[src/rtl/snor_pkg.sv]
package snor_pkg;
   localparam logic [7:0] OPC_STATUS = 8'h05;
   localparam logic [7:0] OPC_WREN   = 8'h06;
   localparam logic [7:0] OPC_CHIP   = 8'hC7;
   localparam logic [7:0] FILL_BYTE  = 8'h00;

   typedef enum logic [2:0] {
      SQ_IDLE, SQ_POLL, SQ_POLL_W, SQ_WEN, SQ_WEN_W, SQ_ERS, SQ_ERS_W
   } seq_state_e;

   typedef enum logic [1:0] {
      FR_IDLE, FR_SETUP, FR_SEND, FR_REL
   } frame_state_e;
endpackage

[src/rtl/snor_range_check.sv]
module snor_range_check #(
   parameter int AW = 24
) (
   input  logic [AW-1:0] addr,
   input  logic [AW:0]   len,
   input  logic [AW:0]   dev,
   input  logic [AW:0]   gran,
   output logic          ok,
   output logic          chip,
   output logic          empty
);
   localparam int LW = AW + 1;

   logic [LW:0]   end_sum;
   logic [LW-1:0] gmask;
   logic [LW-1:0] addr_ext;
   logic          pow2;
   logic          in_bounds;
   logic          aligned;

   always_comb begin
      addr_ext  = {1'b0, addr};
      end_sum   = {1'b0, addr_ext} + {1'b0, len};
      gmask     = gran - 1'b1;
      pow2      = (gran != '0) && ((gran & gmask) == '0);
      in_bounds = end_sum <= {1'b0, dev};
      aligned   = ((addr_ext & gmask) == '0) && ((len & gmask) == '0);
      ok        = pow2 && in_bounds && aligned;
      empty     = (len == '0);
      chip      = (len == dev) && !empty;
   end
endmodule

[src/rtl/snor_poll_budget.sv]
module snor_poll_budget #(
   parameter int LIMIT = 100000
) (
   input  logic clk,
   input  logic rst_n,
   input  logic clr,
   input  logic bump,
   output logic last
);
   localparam int CW = (LIMIT > 2) ? $clog2(LIMIT) : 1;

   generate
      if (LIMIT < 2) begin : g_bad_limit
         $error("snor_poll_budget: LIMIT must be at least 2");
      end
   endgenerate

   logic [CW-1:0] cnt;

   always_ff @(posedge clk or negedge rst_n) begin
      if (!rst_n)    cnt <= '0;
      else if (clr)  cnt <= '0;
      else if (bump) cnt <= cnt + 1'b1;
   end

   assign last = (cnt == CW'(LIMIT - 1));

   // the busy-read count never passes the limit
   assert_budget_cap_R4: assert property (@(posedge clk) disable iff (!rst_n)
      (cnt <= CW'(LIMIT - 1)));

   // no increment once the final read is reached
   assert_no_bump_at_last_R4: assert property (@(posedge clk) disable iff (!rst_n)
      (last && !clr) |=> $stable(cnt));
endmodule

[src/rtl/snor_frame.sv]
module snor_frame
   import snor_pkg::*;
#(
   parameter int MAXB = 4
) (
   input  logic              clk,
   input  logic              rst_n,
   input  logic              go,
   input  logic [$clog2(MAXB):0] n_bytes,
   input  logic [MAXB*8-1:0] frame_bytes,
   output logic              cs,
   output logic              req,
   output logic [7:0]        wdata,
   input  logic              ack,
   input  logic [7:0]        rdata,
   output logic              fin,
   output logic [7:0]        rx_last
);
   localparam int IW = $clog2(MAXB);

   generate
      if (MAXB < 2) begin : g_bad_maxb
         $error("snor_frame: MAXB must be at least 2");
      end
   endgenerate

   frame_state_e      st;
   logic [MAXB*8-1:0] buf_q;
   logic [IW:0]       n_q;
   logic [IW-1:0]     idx;
   logic [7:0]        rx_q;
   logic [7:0]        byte_v [MAXB];

   genvar gi;
   generate
      for (gi = 0; gi < MAXB; gi++) begin : g_byte
         assign byte_v[gi] = buf_q[gi*8 +: 8];
      end
   endgenerate

   always_ff @(posedge clk or negedge rst_n) begin
      if (!rst_n) begin
         st    <= FR_IDLE;
         buf_q <= '0;
         n_q   <= '0;
         idx   <= '0;
         rx_q  <= '0;
      end else begin
         case (st)
            FR_IDLE: if (go) begin
               buf_q <= frame_bytes;
               n_q   <= n_bytes;
               idx   <= '0;
               st    <= FR_SETUP;
            end
            FR_SETUP: st <= FR_SEND;
            FR_SEND: if (ack) begin
               rx_q <= rdata;
               if ({1'b0, idx} == n_q - 1'b1) st <= FR_REL;
               else                           idx <= idx + 1'b1;
            end
            default: st <= FR_IDLE;
         endcase
      end
   end

   assign cs      = (st == FR_SETUP) || (st == FR_SEND);
   assign req     = (st == FR_SEND);
   assign wdata   = byte_v[idx];
   assign fin     = (st == FR_REL);
   assign rx_last = rx_q;

   // a byte request only inside a selected frame
   assert_req_in_frame_R8: assert property (@(posedge clk) disable iff (!rst_n)
      req |-> cs);

   // select stays low at least one cycle after a frame ends
   assert_cs_gap_R8: assert property (@(posedge clk) disable iff (!rst_n)
      $fell(cs) |=> !cs);

   // a new frame is launched only when the framer is free
   assert_go_when_free_R8: assert property (@(posedge clk) disable iff (!rst_n)
      go |-> (st == FR_IDLE));
endmodule

[src/rtl/snor_erase_seq.sv]
module snor_erase_seq
   import snor_pkg::*;
#(
   parameter int AW         = 24,
   parameter int POLL_LIMIT = 100000
) (
   input  logic          clk,
   input  logic          rst_n,
   input  logic          start,
   input  logic [AW-1:0] req_addr,
   input  logic [AW:0]   req_len,
   input  logic [AW:0]   dev_size,
   input  logic [AW:0]   gran_size,
   input  logic [7:0]    erase_op,
   output logic          busy,
   output logic          done,
   output logic          err,
   output logic          spi_cs,
   output logic          spi_req,
   output logic [7:0]    spi_wdata,
   input  logic          spi_ack,
   input  logic [7:0]    spi_rdata
);
   localparam int MAXB = 4;
   localparam int NBW  = $clog2(MAXB) + 1;

   generate
      if (AW < 8 || AW > 24) begin : g_bad_aw
         $error("snor_erase_seq: AW must lie in 8..24");
      end
   endgenerate

   seq_state_e      state;
   logic [AW-1:0]   addr_q;
   logic [AW:0]     remain_q;
   logic [AW:0]     gran_q;
   logic [7:0]      op_q;
   logic            chip_q;
   logic            done_q;
   logic            err_q;
   logic            wen_seen;
   logic [23:0]     addr24;

   logic            rc_ok, rc_chip, rc_empty;
   logic            fr_go, fr_fin;
   logic [7:0]      fr_rx;
   logic [NBW-1:0]  fr_n;
   logic [MAXB*8-1:0] fr_bytes;
   logic            bud_clr, bud_bump, bud_last;

   generate
      if (AW == 24) begin : g_addr_full
         assign addr24 = addr_q;
      end else begin : g_addr_pad
         assign addr24 = {{(24 - AW){1'b0}}, addr_q};
      end
   endgenerate

   snor_range_check #(.AW(AW)) u_check (
      .addr  (req_addr),
      .len   (req_len),
      .dev   (dev_size),
      .gran  (gran_size),
      .ok    (rc_ok),
      .chip  (rc_chip),
      .empty (rc_empty)
   );

   snor_poll_budget #(.LIMIT(POLL_LIMIT)) u_budget (
      .clk   (clk),
      .rst_n (rst_n),
      .clr   (bud_clr),
      .bump  (bud_bump),
      .last  (bud_last)
   );

   always_comb begin
      fr_go    = (state == SQ_POLL) || (state == SQ_WEN) || (state == SQ_ERS);
      fr_n     = NBW'(1);
      fr_bytes = '0;
      case (state)
         SQ_POLL: begin
            fr_n     = NBW'(2);
            fr_bytes = {16'h0000, FILL_BYTE, OPC_STATUS};
         end
         SQ_WEN: begin
            fr_n     = NBW'(1);
            fr_bytes = {24'h000000, OPC_WREN};
         end
         SQ_ERS: begin
            if (chip_q) begin
               fr_n     = NBW'(1);
               fr_bytes = {24'h000000, OPC_CHIP};
            end else begin
               fr_n     = NBW'(4);
               fr_bytes = {addr24[7:0], addr24[15:8], addr24[23:16], op_q};
            end
         end
         default: ;
      endcase
   end

   snor_frame #(.MAXB(MAXB)) u_frame (
      .clk         (clk),
      .rst_n       (rst_n),
      .go          (fr_go),
      .n_bytes     (fr_n),
      .frame_bytes (fr_bytes),
      .cs          (spi_cs),
      .req         (spi_req),
      .wdata       (spi_wdata),
      .ack         (spi_ack),
      .rdata       (spi_rdata),
      .fin         (fr_fin),
      .rx_last     (fr_rx)
   );

   assign bud_clr  = (state == SQ_IDLE) || (state == SQ_ERS_W);
   assign bud_bump = (state == SQ_POLL_W) && fr_fin && fr_rx[0] && !bud_last;

   always_ff @(posedge clk or negedge rst_n) begin
      if (!rst_n) begin
         state    <= SQ_IDLE;
         addr_q   <= '0;
         remain_q <= '0;
         gran_q   <= '0;
         op_q     <= '0;
         chip_q   <= 1'b0;
         done_q   <= 1'b0;
         err_q    <= 1'b0;
         wen_seen <= 1'b0;
      end else begin
         done_q <= 1'b0;
         case (state)
            SQ_IDLE: if (start) begin
               err_q <= 1'b0;
               if (!rc_ok) begin
                  done_q <= 1'b1;
                  err_q  <= 1'b1;
               end else if (rc_empty) begin
                  done_q <= 1'b1;
               end else begin
                  addr_q   <= req_addr;
                  remain_q <= req_len;
                  gran_q   <= gran_size;
                  op_q     <= erase_op;
                  chip_q   <= rc_chip;
                  state    <= SQ_POLL;
               end
            end
            SQ_POLL: state <= SQ_POLL_W;
            SQ_POLL_W: if (fr_fin) begin
               if (!fr_rx[0]) begin
                  state <= SQ_WEN;
               end else if (bud_last) begin
                  done_q <= 1'b1;
                  err_q  <= 1'b1;
                  state  <= SQ_IDLE;
               end else begin
                  state <= SQ_POLL;
               end
            end
            SQ_WEN: state <= SQ_WEN_W;
            SQ_WEN_W: if (fr_fin) begin
               wen_seen <= 1'b1;
               state    <= SQ_ERS;
            end
            SQ_ERS: begin
               wen_seen <= 1'b0;
               state    <= SQ_ERS_W;
            end
            SQ_ERS_W: if (fr_fin) begin
               if (chip_q || (remain_q == gran_q)) begin
                  done_q <= 1'b1;
                  state  <= SQ_IDLE;
               end else begin
                  addr_q   <= addr_q + gran_q[AW-1:0];
                  remain_q <= remain_q - gran_q;
                  state    <= SQ_POLL;
               end
            end
            default: state <= SQ_IDLE;
         endcase
      end
   end

   assign busy = (state != SQ_IDLE);
   assign done = done_q;
   assign err  = err_q;

   // a refused range completes with an error on the next cycle
   assert_reject_R1: assert property (@(posedge clk) disable iff (!rst_n)
      (start && !busy && !rc_ok) |=> (done && err));

   // a refused range never opens a frame
   assert_no_frame_on_reject_R2: assert property (@(posedge clk) disable iff (!rst_n)
      (start && !busy && !rc_ok) |=> !spi_cs);

   // the erase frame launches only after a completed write-enable frame
   assert_wren_first_R5: assert property (@(posedge clk) disable iff (!rst_n)
      (state == SQ_ERS) |-> wen_seen);

   // a chip-wide erase ends the request after its single frame
   assert_chip_single_R6: assert property (@(posedge clk) disable iff (!rst_n)
      ((state == SQ_ERS_W) && fr_fin && chip_q) |=> (!busy && done));

   // completion is a single-cycle pulse
   assert_done_pulse_R9: assert property (@(posedge clk) disable iff (!rst_n)
      done |=> !done);

   // frames only occur while a request is in progress
   assert_cs_busy_R9: assert property (@(posedge clk) disable iff (!rst_n)
      spi_cs |-> busy);

   // a start during a request leaves the latched request alone
   assert_hold_R10: assert property (@(posedge clk) disable iff (!rst_n)
      (busy && start) |=> ($stable(gran_q) && $stable(op_q) && $stable(chip_q)));
endmodule

[config.mk]
export PLATFORM = sky130hd
export DESIGN_NAME = snor_erase_seq
export DESIGN_NICKNAME = d
export VERILOG_FILES = /design/src/rtl/snor_pkg.sv /design/src/rtl/snor_range_check.sv /design/src/rtl/snor_poll_budget.sv /design/src/rtl/snor_frame.sv /design/src/rtl/snor_erase_seq.sv
export SDC_FILE = /design/constraint.sdc
export NUM_CORES = 1
export LEC_CHECK = 0
export BUFFER_PORTS_ARGS = -buffer_cell sky130_fd_sc_hd__buf_2
export CAP_MARGIN = 10
export CORE_MARGIN = 10
export CORE_UTILIZATION = 60
export CTS_CLUSTER_DIAMETER = 30
export CTS_CLUSTER_SIZE = 12
export DETAILED_ROUTE_END_ITERATION = 6
export GPL_TIMING_DRIVEN = 1
export PLACE_DENSITY = 0.81
export SLEW_MARGIN = 20
export SYNTH_ARGS = -nofsm -noshare
export SYNTH_HDL_FRONTEND = slang
export SYNTH_SLANG_ARGS = --single-unit
[constraint.sdc]
create_clock -name clk -period 3.65 [get_ports clk]
set_input_delay 0.9125 -clock clk [delete_from_list [all_inputs] [get_ports clk]]
set_output_delay 0.9125 -clock clk [all_outputs]
set_load 0.01 [all_outputs]
# After elaboration in Yosys (flattened, before gate mapping)
# Cells that the tools add are included.
[totals] register_bits=145 inputBits=119 output_inout_bits=13
[op_classes] addsub=7 magnitude_cmp=2 n_eq_ne=26 n_mux=54 bitwise=5 n_reduce_logical=35
[ops] operator="2-to-1 mux 25 bit" n=5
[ops] operator="2-to-1 mux 24 bit" n=5
[ops] operator="zero test 25 bit" n=4
[ops] operator="one-hot mux 32 bit (3 select lines)" n=1
[ops] operator="bitwise AND 25 bit" n=2
[ops] operator="== test 25 bit" n=2
[ops] operator="one-hot mux 25 bit (2 select lines)" n=1
[ops] operator="one-hot mux 24 bit (2 select lines)" n=1
[ops] operator="2-to-1 mux 17 bit" n=2
[ops] operator="2-to-1 mux 32 bit" n=1
[ops] operator="adder 24 x 25 -> 26 bit" n=1
[ops] operator="<= comparator 26 x 25 -> 1 bit" n=1
[ops] operator="bitwise AND 24 x 25 -> 25 bit" n=1
[ops] operator="nonzero test 25 bit" n=1
[ops] operator="subtractor 25 x 1 -> 25 bit, second input constant" n=1
[ops] operator="subtractor 25 bit" n=1
[ops] operator="adder 24 bit" n=1
[ops] operator="2-to-1 mux 3 bit" n=7
[ops] operator="one-hot mux 3 bit (7 select lines)" n=1
[ops] operator="!= test 2 bit, second input constant" n=10
[ops] operator="adder 17 x 1 -> 17 bit, second input constant" n=1
[ops] operator="== test 17 bit, second input constant" n=1
[ops] operator="binary-select mux 8 bit (select 2 bit)" n=1
[ops] operator="2-to-1 mux 8 bit" n=2
[ops] operator="31 further kinds" n=75

# Depth between registers and ports, before layout
# Gate-level depths: netlist of the first run.
[logic_depth] depth_word=9 mapped_depth=23

# Modules after synthesis
# A second synthesis of the first run with hierarchy kept.
[unflattened] cells_unflattened=1465 area_unflattened_um2=12693.4
[by_module_without_submodules] mod="snor_erase_seq" instances=1 cells_each=803 area_each_um2=6572.6
[by_module_without_submodules] mod="snor_range_check" instances=1 cells_each=431 area_each_um2=3062.9
[by_module_without_submodules] mod="snor_frame" instances=1 cells_each=138 area_each_um2=2160.8
[by_module_without_submodules] mod="snor_poll_budget" instances=1 cells_each=93 area_each_um2=897.1

# Worst setup path after synthesis of the first run
# No wires, ideal clock.
[synth_timing] kind="input port to flip-flop" from="in req_addr[0]" to="reg addr_q[22] (netlist: addr24[22])" setup_time_ps=124 t_arrival_ps=5076 required_ps=3526 path_slack_ps=-1550 stages=23 path_buffers=2 cell_sequence="ha_1 > inv_1 > fa_1 > nor2b_1 > o2111ai_1 > nand3_1 > nand4_1 > a311oi_1 > o21a_1 > o21ai_0 > a311oi_1 > xor2_1 > ha_1 > nand3_1 > nor4_1 > nand2_1 > nor4b_1 > a2111oi_4 > nand4_1 > o21ai_2 > buf_6 > buf_6 > a21oi_2"
[synth_between] elab_chain_len=6
[synth_rtl] element="start, declared" line="snor_erase_seq.sv:10" text="input logic [AW-1:0] req_addr,"
[synth_rtl] element="adder 24 x 25 -> 26 bit or bitwise AND 24 x 25 -> 25 bit (tied branches)" line="snor_range_check.sv:23, snor_range_check.sv:27"
[synth_rtl] element="<= comparator 26 x 25 -> 1 bit or zero test 25 bit (tied branches)" line="snor_range_check.sv:26, snor_range_check.sv:27"
[synth_rtl] element="logical AND 1 bit (on tied branches)" line="snor_range_check.sv:28, snor_range_check.sv:27"
[synth_rtl] element="logical AND 1 bit (*)" line="snor_range_check.sv:28" text="ok = pow2 && in_bounds && aligned;"
[synth_rtl] element="!= test 2 bit (no source line) (*)"
[synth_rtl] element="AND reduction 6 bit (no source line) (*)"
[synth_rtl] element="end signal, assigned" line="snor_erase_seq.sv:143" text="addr_q <= req_addr;"
[synth_rtl] element="end signal, assigned" line="snor_erase_seq.sv:177" text="addr_q <= addr_q + gran_q[AW-1:0];"
[synth_rtl] element="end, declared" line="snor_erase_seq.sv:34" text="logic [AW-1:0] addr_q;"
# Every way passes the cells marked *; elsewhere a longest branch is shown, timed or not.
# A chain may end at the register's enable or synchronous reset.

# Worst setup path after layout of the first run
[layout_timing] from="in req_addr[4]" to="reg remain_q[21]"
[layout_between] elab_chain_len=6
[layout_rtl] element="adder 24 x 25 -> 26 bit or bitwise AND 24 x 25 -> 25 bit (tied branches)" line="snor_range_check.sv:23, snor_range_check.sv:27"
[layout_rtl] element="<= comparator 26 x 25 -> 1 bit or zero test 25 bit (tied branches)" line="snor_range_check.sv:26, snor_range_check.sv:27"
[layout_rtl] element="logical AND 1 bit (on tied branches)" line="snor_range_check.sv:28, snor_range_check.sv:27"
[layout_rtl] element="logical AND 1 bit (*)" line="snor_range_check.sv:28"
[layout_rtl] element="!= test 2 bit (no source line) (*)"
[layout_rtl] element="AND reduction 6 bit (no source line) (*)"
[layout_rtl] element="end signal, assigned" line="snor_erase_seq.sv:144" text="remain_q <= req_len;"
[layout_rtl] element="end signal, assigned" line="snor_erase_seq.sv:178" text="remain_q <= remain_q - gran_q;"
[layout_rtl] element="end, declared" line="snor_erase_seq.sv:35" text="logic [AW:0] remain_q;"
# Marked as above.

==> run summary, run 1 <==
Vias in the first global route: 12300
Commonest register cell after synthesis: dfrtp_1
CP arrival: 5.43 ns
DR iter-0 viols: 1104
Sink Count: 145
CP Launch Type: primary input
Via-per-instance ratio: 6.27
Worst slew pin tran: 0.920 ns
Cells after synthesis: 1334
Die Height: 160 um
Max Cap Viol: 0
Routed length per instance: 21.6 um
Final WL: 41.8 mm
TritonCTS clock tree: yes
Critical path required time: 3.96 ns
Area delta synth->final: 32.3%
Post-route ant nets: 0
Starting density of the core: 60.7%
Max Clk Rate: 196 MHz
Worst hold path type: in -> async
Endpoint class of the critical path: register
Total grt overflow: 0
Fin. max-slew vios: 0
Status: finished with violations
Dpl cells: 1881
Final clock skew: 0.0113 ns
Synth unique cells: 70
Fin cells: 1935
DP Wirelength: 30.6 mm
Post-synthesis async set-or-reset flop share: 100%
Cts bufs inserted: 17
NumNets Final: 1907
Worst skew pair latency: 0.43 ns
H-tree levels: 4
Leakage: 7.16 nW
Post-layout min period: 5.11 ns
Post-synth EDFFs: 0
I/O pins: 132
Setup Crit Path Kind: in -> reg
Clock Pin Slew Worst Setup and Hold Paths: 0.06 ns
Row count: 51
Die Area: 25600 sq um
Initial antenna violation count: 1
Via count: 12100
Fillers: 1310
Power density cells: 291 nW/um^2
Die X: 160 um
GRT Util Overall: 31.2%
Period Utilization, post-route: 140%
Post-route DRC violation count: 0
Register bit count reported by yosys: 145
Syn_area_per_cell: 8.83 sq um
Final setup margin: -1.46 ns
Crit path max fanout: 8
CTS Hold Bufs: 0
Yosys Warn Count: 0
Reg area: 3630 sq um
Post-Synthesis Net Count: 1582
Placer Congestion: 0.962
First-pass GRT wire length: 64.3 mm
Iteration count of the initial detailed-routing pass: 6
Final setup violation count: 86
Hold Vio Cnt, Final: 0
Share of layout cells above drive strength 1: 32.2%
Sequential area share after synthesis: 30.8%
Root cell of the clock tree: clkbuf_16
RSZ-0062 raised after global routing: yes
PortBufs: 124
Pin count of the biggest net entering global routing: 76
Failing checks: setup timing
Worst IR Drop VDD: 0.000346 V
Mapped Area: 11800 sq um
Final Hold Slack: 0.472 ns
Core Footprint: 19400 sq um
ANT cells: 0
Clock buffer depth: 2
Relative slew slack: 38.4%
Multi-input gate area: 8100 sq um
-- logic make-up after synthesis --
logic type | share of synthesized area, %
fa+ha+maj | 13.9
xor+xnor | 7.21
mux | 5.41
buf+inv | 4.48
flops | 30.8
compound gates | 20.4
simple gates | 17.8
-- stage by stage --
| stage | TNS, ns | total power [mW] | cell area (sq um) | worst slack [ns] | util (%) |
|---|---|---|---|---|---|
| after global placement | -157.82 | 2.65 | 14200 | -1.88 | 73.1 |
| after detailed placement | -169.97 | 2.67 | 14200 | -2.06 | 73.1 |
| after global routing | -137.49 | 4.70 | 15600 | -1.71 | 80.3 |
| final | -118.32 | 4.53 | 15600 | -1.46 | 80.3 |
| after CTS | -108.37 | 4.49 | 15400 | -1.39 | 79.5 |
| after floorplan | -118.90 | 2.16 | 11800 | -1.44 | - |
-- metal layers --
metal  global-route usage [%]  vias up  wire length [um]
li1                         -     5524                 -
met1                     37.0     5835             16200
met2                     52.3      627             20000
met3                     6.63      148              3470
met4                     15.7        2              2190
met5                        0        -                13
-- worst max-delay path, stage by stage --
cell and delay [ns]:
buf_2 0.11, ha_1 0.36, a21o_1 0.22, a21oi_2 0.17, nand3_2 0.11, nand4_1 0.18, a311oi_2 0.14, o21a_1 0.25
o21ai_2 0.21, nand2_1 0.09, xor2_1 0.16, ha_1 0.29, nand4_1 0.20, nor4_4 0.32, nand2_1 0.11, buf_4 0.14
o21a_1 0.12, a2111oi_4 0.30, nand4_1 0.22, o21ai_4 0.22, buf_6 0.13, buf_6 0.10, buf_8 0.13, o311ai_2 0.09
o21a_1 0.14
-- cell usage after synthesis, types with 21 or more instances --
cell | n | area (sq um)
nor3_1 | 34 | 170
clkbuf_1 | 21 | 78.8
nand4_1 | 23 | 144
a22o_1 | 27 | 236
nor4_1 | 25 | 156
dfrtp_1 | 145 | 3630
xor2_1 | 45 | 394
a21oi_1 | 85 | 425
inv_1 | 87 | 327
nor2_1 | 131 | 492
a31oi_1 | 28 | 175
mux2_2 | 37 | 417
nand2_1 | 114 | 428
xnor2_1 | 52 | 455
o21ai_0 | 47 | 235
a21o_1 | 21 | 158
nand3_1 | 34 | 170
ha_1 | 126 | 1580
-- where the power goes --
part / switching [mW] / internal [mW]
Sequential: 0.0192 / 1.62
Combinational: 0.571 / 0.515
Clock: 0.716 / 1.09
Total: 1.31 / 3.23
-- final timing paths --
| path | from | depth (start not counted) | slack (ns) | end |
|---|---|---|---|---|
| setup / recovery | req_addr[4] | 25 | -1.46 | remain_q[21] |
| hold / removal | rst_n | 1 | 0.47 | u_frame.buf_q[25] |
| setup reg to reg | gran_q[1] | 11 | 0.02 | remain_q[21] |
| hold reg to reg | op_q[3] | 1 | 0.49 | u_frame.buf_q[3] |
| max in group asynchronous | rst_n | 2 | 2.36 | remain_q[10] |
| min in group clk | op_q[3] | 1 | 0.49 | u_frame.buf_q[3] |
-- sequential cells by signal, indices dropped and copies added (netlist names), 2 cells and up --
name,flops
addr24,24
state,3
u_frame.buf_q,32
u_frame.st,2
op_q,8
remain_q,25
u_frame.idx,2
u_frame.n_q,3
u_budget.cnt,17
gran_q,25
-- repair_timing --
action,in CTS,in global routing
gates resized for setup,85,58
buffers inserted,21,3
endpoints found under the setup margin,86,86
pin swaps,25,7
gates cloned,7,3
-- placed cells by master (no fill, tap or decap), types with 24 or more instances in the layout --
cell	netlist	routed
buf_2	8	121
dfrtp_1	145	145
ha_1	126	125
nand2_1	114	111
a21oi_2	20	27
o21ai_0	47	38
a22o_1	27	27
mux2_2	37	37
nand3_1	34	32
inv_1	87	86
nor2_1	131	93
nor4_1	25	24
xnor2_1	52	52
xor2_1	45	45
nor3_1	34	32
buf_4	0	190
a21oi_1	85	78
-- cell type report --
class / instances / share of cell area, %
clock inverters: 12 / 1.01
multi-input cells: 1063 / 52.0
well taps: 265 / 2.13
inverters: 87 / 2.10
clock buffers: 18 / 2.82
repair buffers: 345 / 16.7
flip-flops and latches: 145 / 23.3
No activity file was read; power rests on OpenSTA's default activity.
==> inputs of run 2 (changes only) <==
Settings changed: PLACE_DENSITY 0.81 to 0.82.
==> run summary, run 2 (same netlist as run 1, synthesis figures left out) <==
Worst slew pin tran: 0.797 ns (was 0.920 ns)
Die Height: 160 um (unchanged)
H-tree levels: 4 (unchanged)
Max reg flops: 32 (unchanged)
Area delta synth->final: 30.6% (was 32.3%)
Clock buffer depth: 2 (unchanged)
Fin. max-slew vios: 0 (unchanged)
Post-route DRC violation count: 0 (unchanged)
Clock Pin Slew Worst Setup and Hold Paths: 0.06 ns (about the same)
Via-per-instance ratio: 6.20 (was 6.27)
Reg power frac: 36.3% (was 36.2%)
ANT cells: 0 (unchanged)
Die X: 160 um (unchanged)
Max Clk Rate: 194 MHz (was 196 MHz)
Final WL: 40.9 mm (was 41.8 mm)
I/O pins: 132 (unchanged)
Starting density of the core: 60.7% (unchanged)
Hold Vio Cnt, Final: 0 (unchanged)
Power density cells: 294 nW/um^2 (was 291 nW/um^2)
Final setup violation count: 86 (unchanged)
Max Cap Viol: 0 (unchanged)
Clock share of power: 40.2% (was 39.8%)
Core Footprint: 19400 sq um (unchanged)
Setup_tns: -122.90 ns (was -118.32 ns)
Root cell of the clock tree: clkbuf_16 (unchanged)
Final Hold Slack: 0.443 ns (was 0.472 ns)
GRT Util Overall: 29.8% (was 31.2%)
Post-layout min period: 5.16 ns (was 5.11 ns)
Initial antenna violation count: 0 (was 1)
Total grt overflow: 0 (unchanged)
RSZ-0062 raised after global routing: yes (unchanged)
Placer Congestion: 0.996 (was 0.962)
Largest regs: u_frame.buf_q: 32 flops, gran_q: 25 flops, remain_q: 25 flops (unchanged)
Fin cells: 1934 (was 1935)
CTS Hold Bufs: 0 (unchanged)
Net Sw Frac: 28.5% (was 28.8%)
CP Launch Type: primary input (unchanged)
Logic pwr share: 23.5% (was 24.0%)
DP Wirelength: 29.7 mm (was 30.6 mm)
Sink Count: 145 (unchanged)
Period Utilization, post-route: 141% (was 140%)
Most common cell after layout, fill and taps aside: buf_4 (unchanged)
Worst IR Drop VDD: 0.000383 V (was 0.000346 V)
First-pass GRT wire length: 61.7 mm (was 64.3 mm)
Dpl cells: 1874 (was 1881)
Largest Register: u_frame.buf_q (unchanged)
Most frequent cells in the layout: 194 x buf_4, 145 x dfrtp_1, 124 x ha_1, 119 x buf_2, 112 x nand2_1 (was 190 x buf_4, 145 x dfrtp_1, 125 x ha_1, 121 x buf_2, 111 x nand2_1)
Vias in the first global route: 11900 (was 12300)
Worst hold path type: in -> async (unchanged)
Status: finished with violations (unchanged)
Leakage: 7.11 nW (was 7.16 nW)
Failing checks: setup timing (unchanged)
Share of layout cells above drive strength 1: 30.7% (was 32.2%)
Final instance area: 15400 sq um (was 15600 sq um)
Setup Crit Path Kind: in -> reg (unchanged)
Post-route ant nets: 0 (unchanged)
Cts bufs inserted: 17 (unchanged)
Crit path max fanout: 5 (was 8)
Die Area: 25600 sq um (unchanged)
Row count: 51 (unchanged)
Critical path required time: 3.97 ns (was 3.96 ns)
DP Area: 14100 sq um (was 14200 sq um)
CP arrival: 5.48 ns (was 5.43 ns)
Pre-CTS setup slack: -2.08 ns (was -2.06 ns)
Routed length per instance: 21.1 um (was 21.6 um)
Via count: 12000 (was 12100)
Final setup margin: -1.51 ns (was -1.46 ns)
Net load switching power: 1.29 mW (was 1.31 mW)
Power, Total: 4.53 mW (about the same)
Core Util, Final: 79.3% (was 80.3%)
Flop-to-flop setup slack: 0.22 ns (was 0.02 ns)
Internal: 3.24 mW (was 3.23 mW)
Pin count of the biggest net entering global routing: 76 (unchanged)
Final clock skew: 0.00730 ns (was 0.0113 ns)
Relative slew slack: 46.9% (was 38.4%)
TritonCTS clock tree: yes (unchanged)
Endpoint class of the critical path: register (unchanged)
DR iter-0 viols: 1235 (was 1104)
PortBufs: 124 (unchanged)
Iteration count of the initial detailed-routing pass: 5 (was 6)
Worst skew pair latency: 0.43 ns (about the same)
NumNets Final: 1905 (was 1907)
==> run 2: cell types whose count changed in the layout (fill, tap and decap cells not counted), sizes merged <==
cell,change
clkinvlp,-2
clkinv,+2
clkbuf,+3
buf,-4
==> run 2: power groups by stage <==
stage                     Clock (mW)  Combinational (mW)  Sequential (mW)
after floorplan                    0               0.502             1.66
after global placement             0               0.959             1.67
after detailed placement           0               0.977             1.67
after CTS                       1.82                1.02             1.64
after global routing            1.89                1.16             1.64
final                           1.82                1.06             1.64
==> run 2: critical path, cell delays in order <==
cell and delay, ns:
buf_8 0.08, ha_4 0.13, inv_2 0.03, fa_2 0.34, nor2b_2 0.16, o2111ai_2 0.15
nand3_2 0.10, nand4_1 0.15, a311oi_2 0.30, o21a_1 0.23, o21ai_2 0.10, a311oi_2 0.27
xor2_1 0.11, ha_1 0.32, nand3_2 0.08, nor4_2 0.26, nand2_1 0.12, nor4b_4 0.16
a2111oi_4 0.43, nand4_1 0.23, o21ai_4 0.27, buf_6 0.18, buf_16 0.13, o211ai_1 0.09
o21a_1 0.15
==> run 2: what timing repair did <==
| action | 4_1_cts | 5_1_grt |
|---|---|---|
| buffers inserted | 10 | 12 |
| cloned | 4 | 5 |
| hold endpoints to repair | 0 | 0 |
| pin swaps | 24 | 10 |
| gates resized for setup | 64 | 30 |
| setup endpoints to repair | 86 | 86 |
==> run 2: per-layer routing <==
metal	part of all wire, %	vias up	track usage (%)
met5	0	-	0
met4	5.6	0	15.2
met3	8.6	146	6.43
met2	47	622	49.7
met1	39	5709	35.5
li1	-	5518	-
==> run 2: layout make-up <==
cell class,instances,area [sq um]
repair buffers,343,2560
fillers,1271,4010
clock inverters,12,156
flip-flops and latches,145,3630
clock buffers,19,453
multi-input cells,1063,7930
inverters,87,327
well taps,265,332
==> run 2: final timing paths <==
check / startpoint / to / cells after the start
min in group clk: u_frame.buf_q[7] / u_frame.buf_q[7] / 2
setup reg to reg: gran_q[1] / remain_q[21] / 11
hold / removal: rst_n / op_q[6] / 1
max in group asynchronous: rst_n / gran_q[23] / 2
setup / recovery: req_len[0] / addr24[10] / 25
hold reg to reg: u_frame.buf_q[7] / u_frame.buf_q[7] / 2
==> inputs of run 3 (changes only) <==
Settings changed: CORE_UTILIZATION 60 to 40, PLACE_DENSITY 0.82 to 0.59.
==> run summary, run 3 (same netlist as run 1, synthesis figures left out) <==
Largest regs: u_frame.buf_q: 32 flops, gran_q: 25 flops, remain_q: 25 flops (unchanged)
Fillers: 2687 (was 1271)
Placer Congestion: 0.902 (was 0.996)
Failing checks: setup timing (unchanged)
Area delta synth->final: 32.5% (was 30.6%)
CTS Hold Bufs: 0 (unchanged)
Final WL: 40.4 mm (was 40.9 mm)
ANT cells: 0 (unchanged)
Endpoint class of the critical path: register (unchanged)
NumNets Final: 1903 (was 1905)
Power density cells: 283 nW/um^2 (was 294 nW/um^2)
CP Launch Type: primary input (unchanged)
Worst skew pair latency: 0.42 ns (was 0.43 ns)
Die Area: 36700 sq um (was 25600 sq um)
Via-per-instance ratio: 5.57 (was 6.20)
Clock Pin Slew Worst Setup and Hold Paths: 0.06 ns (about the same)
Fin. max-slew vios: 0 (unchanged)
Root cell of the clock tree: clkbuf_16 (unchanged)
Logic pwr share: 24.1% (was 23.5%)
Core Util, Final: 54.1% (was 79.3%)
Core Footprint: 28900 sq um (was 19400 sq um)
Routed length per instance: 19.7 um (was 21.1 um)
Final clock skew: 0.0103 ns (was 0.00730 ns)
Dpl cells: 1996 (was 1874)
Worst hold path type: in -> async (unchanged)
I/O pins: 132 (unchanged)
Max reg flops: 32 (unchanged)
Final instance area: 15600 sq um (was 15400 sq um)
Die X: 192 um (was 160 um)
Flop-to-flop setup slack: 0.05 ns (was 0.22 ns)
Net load switching power: 1.27 mW (was 1.29 mW)
Final Hold Slack: 0.480 ns (was 0.443 ns)
Final setup margin: -1.55 ns (was -1.51 ns)
Worst slew pin tran: 0.932 ns (was 0.797 ns)
Critical path required time: 3.95 ns (was 3.97 ns)
Post-route DRC violation count: 0 (unchanged)
Grt met1 use: 28.4% (was 35.5%)
TritonCTS clock tree: yes (unchanged)
Max Clk Rate: 192 MHz (was 194 MHz)
Multi-input gate area: 8000 sq um (was 7930 sq um)
Row count: 62 (was 51)
Reg area: 3630 sq um (unchanged)
RR Endpoint: remain_q[21] (unchanged)
Pin count of the biggest net entering global routing: 76 (unchanged)
Leakage: 7.11 nW (about the same)
Die Height: 192 um (was 160 um)
Share of layout cells above drive strength 1: 30.8% (was 30.7%)
GR Layer Usage met2: 34.8% (was 49.7%)
Clock share of power: 38.7% (was 40.2%)
Worst IR Drop VDD: 0.000269 V (was 0.000383 V)
Reg2Reg Depth: 12 (was 11)
Most frequent cells in the layout: 187 x buf_4, 145 x dfrtp_1, 125 x ha_1, 120 x buf_2, 112 x nand2_1 (was 194 x buf_4, 145 x dfrtp_1, 124 x ha_1, 119 x buf_2, 112 x nand2_1)
Most common cell after layout, fill and taps aside: buf_4 (unchanged)
Iteration count of the initial detailed-routing pass: 5 (unchanged)
R2r startpoint: gran_q[1] (unchanged)
Internal: 3.14 mW (was 3.24 mW)
Setup Crit Path Kind: in -> reg (unchanged)
CP arrival: 5.50 ns (was 5.48 ns)
Sink Count: 145 (unchanged)
Post-layout min period: 5.20 ns (was 5.16 ns)
Cts bufs inserted: 17 (unchanged)
Fin cells: 2051 (was 1934)
Top Usage Layer GRT: met2 (unchanged)
DR iter-0 viols: 670 (was 1235)
Relative slew slack: 36.3% (was 46.9%)
First-pass GRT wire length: 62.3 mm (was 61.7 mm)
Net Sw Frac: 28.9% (was 28.5%)
Crit path max fanout: 7 (was 5)
M3 GR Usage: 4.15% (was 6.43%)
Hold Vio Cnt, Final: 0 (unchanged)
Period Utilization, post-route: 142% (was 141%)
Post-route ant nets: 0 (unchanged)
Clock buffer depth: 2 (unchanged)
PortBufs: 124 (unchanged)
DP Area: 14300 sq um (was 14100 sq um)
Total grt overflow: 0 (unchanged)
DP Wirelength: 31.8 mm (was 29.7 mm)
Final setup violation count: 86 (unchanged)
GRT Util Overall: 21.7% (was 29.8%)
Starting density of the core: 40.8% (was 60.7%)
Vias in the first global route: 11600 (was 11900)
Reg power frac: 37.2% (was 36.3%)
Largest Register: u_frame.buf_q (unchanged)
RSZ-0062 raised after global routing: yes (unchanged)
Max Cap Viol: 0 (unchanged)
H-tree levels: 4 (unchanged)
Initial antenna violation count: 1 (was 0)
Via count: 11400 (was 12000)
Status: finished with violations (unchanged)
-- run 3: cell types whose count changed in the layout (fill, tap and decap cells not counted), moves of 2 or more --
cell / before / now
nor2_1: 107 / 99
buf_4: 194 / 187
nor2_4: 12 / 18
buf_12: 5 / 10
buf_6: 13 / 9
buf_8: 5 / 8
o21ai_1: 2 / 5
a31oi_1: 28 / 26
clkbuf_1: 0 / 2
clkbuf_8: 2 / 0
clkinvlp_4: 1 / 3
nor2_2: 12 / 14
o21ai_0: 41 / 39
-- run 3: final cells by class --
cell class / instances / area share (%)
tap: 384 / 3.08
clock inverter: 12 / 0.874
timing repair buffer: 341 / 16.7
clock buffer: 19 / 2.77
multi-input combinational: 1063 / 51.2
sequential: 145 / 23.2
inverter: 87 / 2.09
-- run 3: power groups by stage --
stage	Sequential, mW	Clock [mW]	Combinational (mW)
6_report	1.64	1.71	1.06
5_1_grt	1.64	1.81	1.17
4_1_cts	1.64	1.73	1.04
2_1_floorplan	1.66	0	0.502
3_3_place_gp	1.67	0	0.988
3_5_place_dp	1.67	0	0.999
-- run 3: layer usage --
| metal | share of wire [%] | wire length [um] |
|---|---|---|
| met5 | 0 | 0 |
| met4 | 3.3 | 1310 |
| met3 | 6.2 | 2510 |
| met2 | 46 | 18800 |
| met1 | 44 | 17800 |
-- run 3: worst max-delay path by stage --
stage / from / endpoint / slack [ns] / depth (start not counted)
final: req_len[0] / remain_q[17] / -1.55 / 27
after global routing: req_len[0] / addr24[0] / -1.74 / 27
after CTS: req_len[0] / addr24[12] / -1.42 / 28
after detailed placement: req_addr[0] / remain_q[23] / -2.17 / 25
after global placement: req_addr[0] / remain_q[12] / -2.01 / 25
after floorplan: req_addr[0] / remain_q[21] / -1.44 / 23
-- run 3: worst max-delay path, cell delays in order --
cell and delay (ns):
buf_8 0.08, ha_4 0.12, inv_2 0.03, fa_2 0.36, nor2b_4 0.13, o2111ai_2 0.14
nand3_2 0.12, nand4_1 0.16, a311oi_2 0.36, o21a_1 0.25, o21ai_2 0.10, a311oi_2 0.33
xor2_1 0.11, ha_1 0.32, nand3_2 0.08, nor4_2 0.14, nand2_1 0.12, nor4b_4 0.15
a2111oi_4 0.32, buf_4 0.19, nand4_1 0.15, o21ai_4 0.20, buf_12 0.15, buf_12 0.17
buf_12 0.13, buf_6 0.10, a31oi_4 0.07
-- run 3: repair_timing --
| action | CTS | global route |
|---|---|---|
| pin swaps | 22 | 10 |
| gates cloned | 6 | 4 |
| gates resized for setup | 70 | 41 |
| buffers inserted | 10 | 6 |
| endpoints found under the setup margin | 86 | 86 |
-- run 3: through the flow --
stage                     TNS (ns)  power (mW)  setup WS [ns]
final                      -125.30        4.41          -1.55
after global routing       -142.72        4.62          -1.74
after global placement     -167.45        2.66          -2.01
after detailed placement   -177.38        2.67          -2.17
after floorplan            -118.90        2.16          -1.44
after CTS                  -114.75        4.42          -1.42
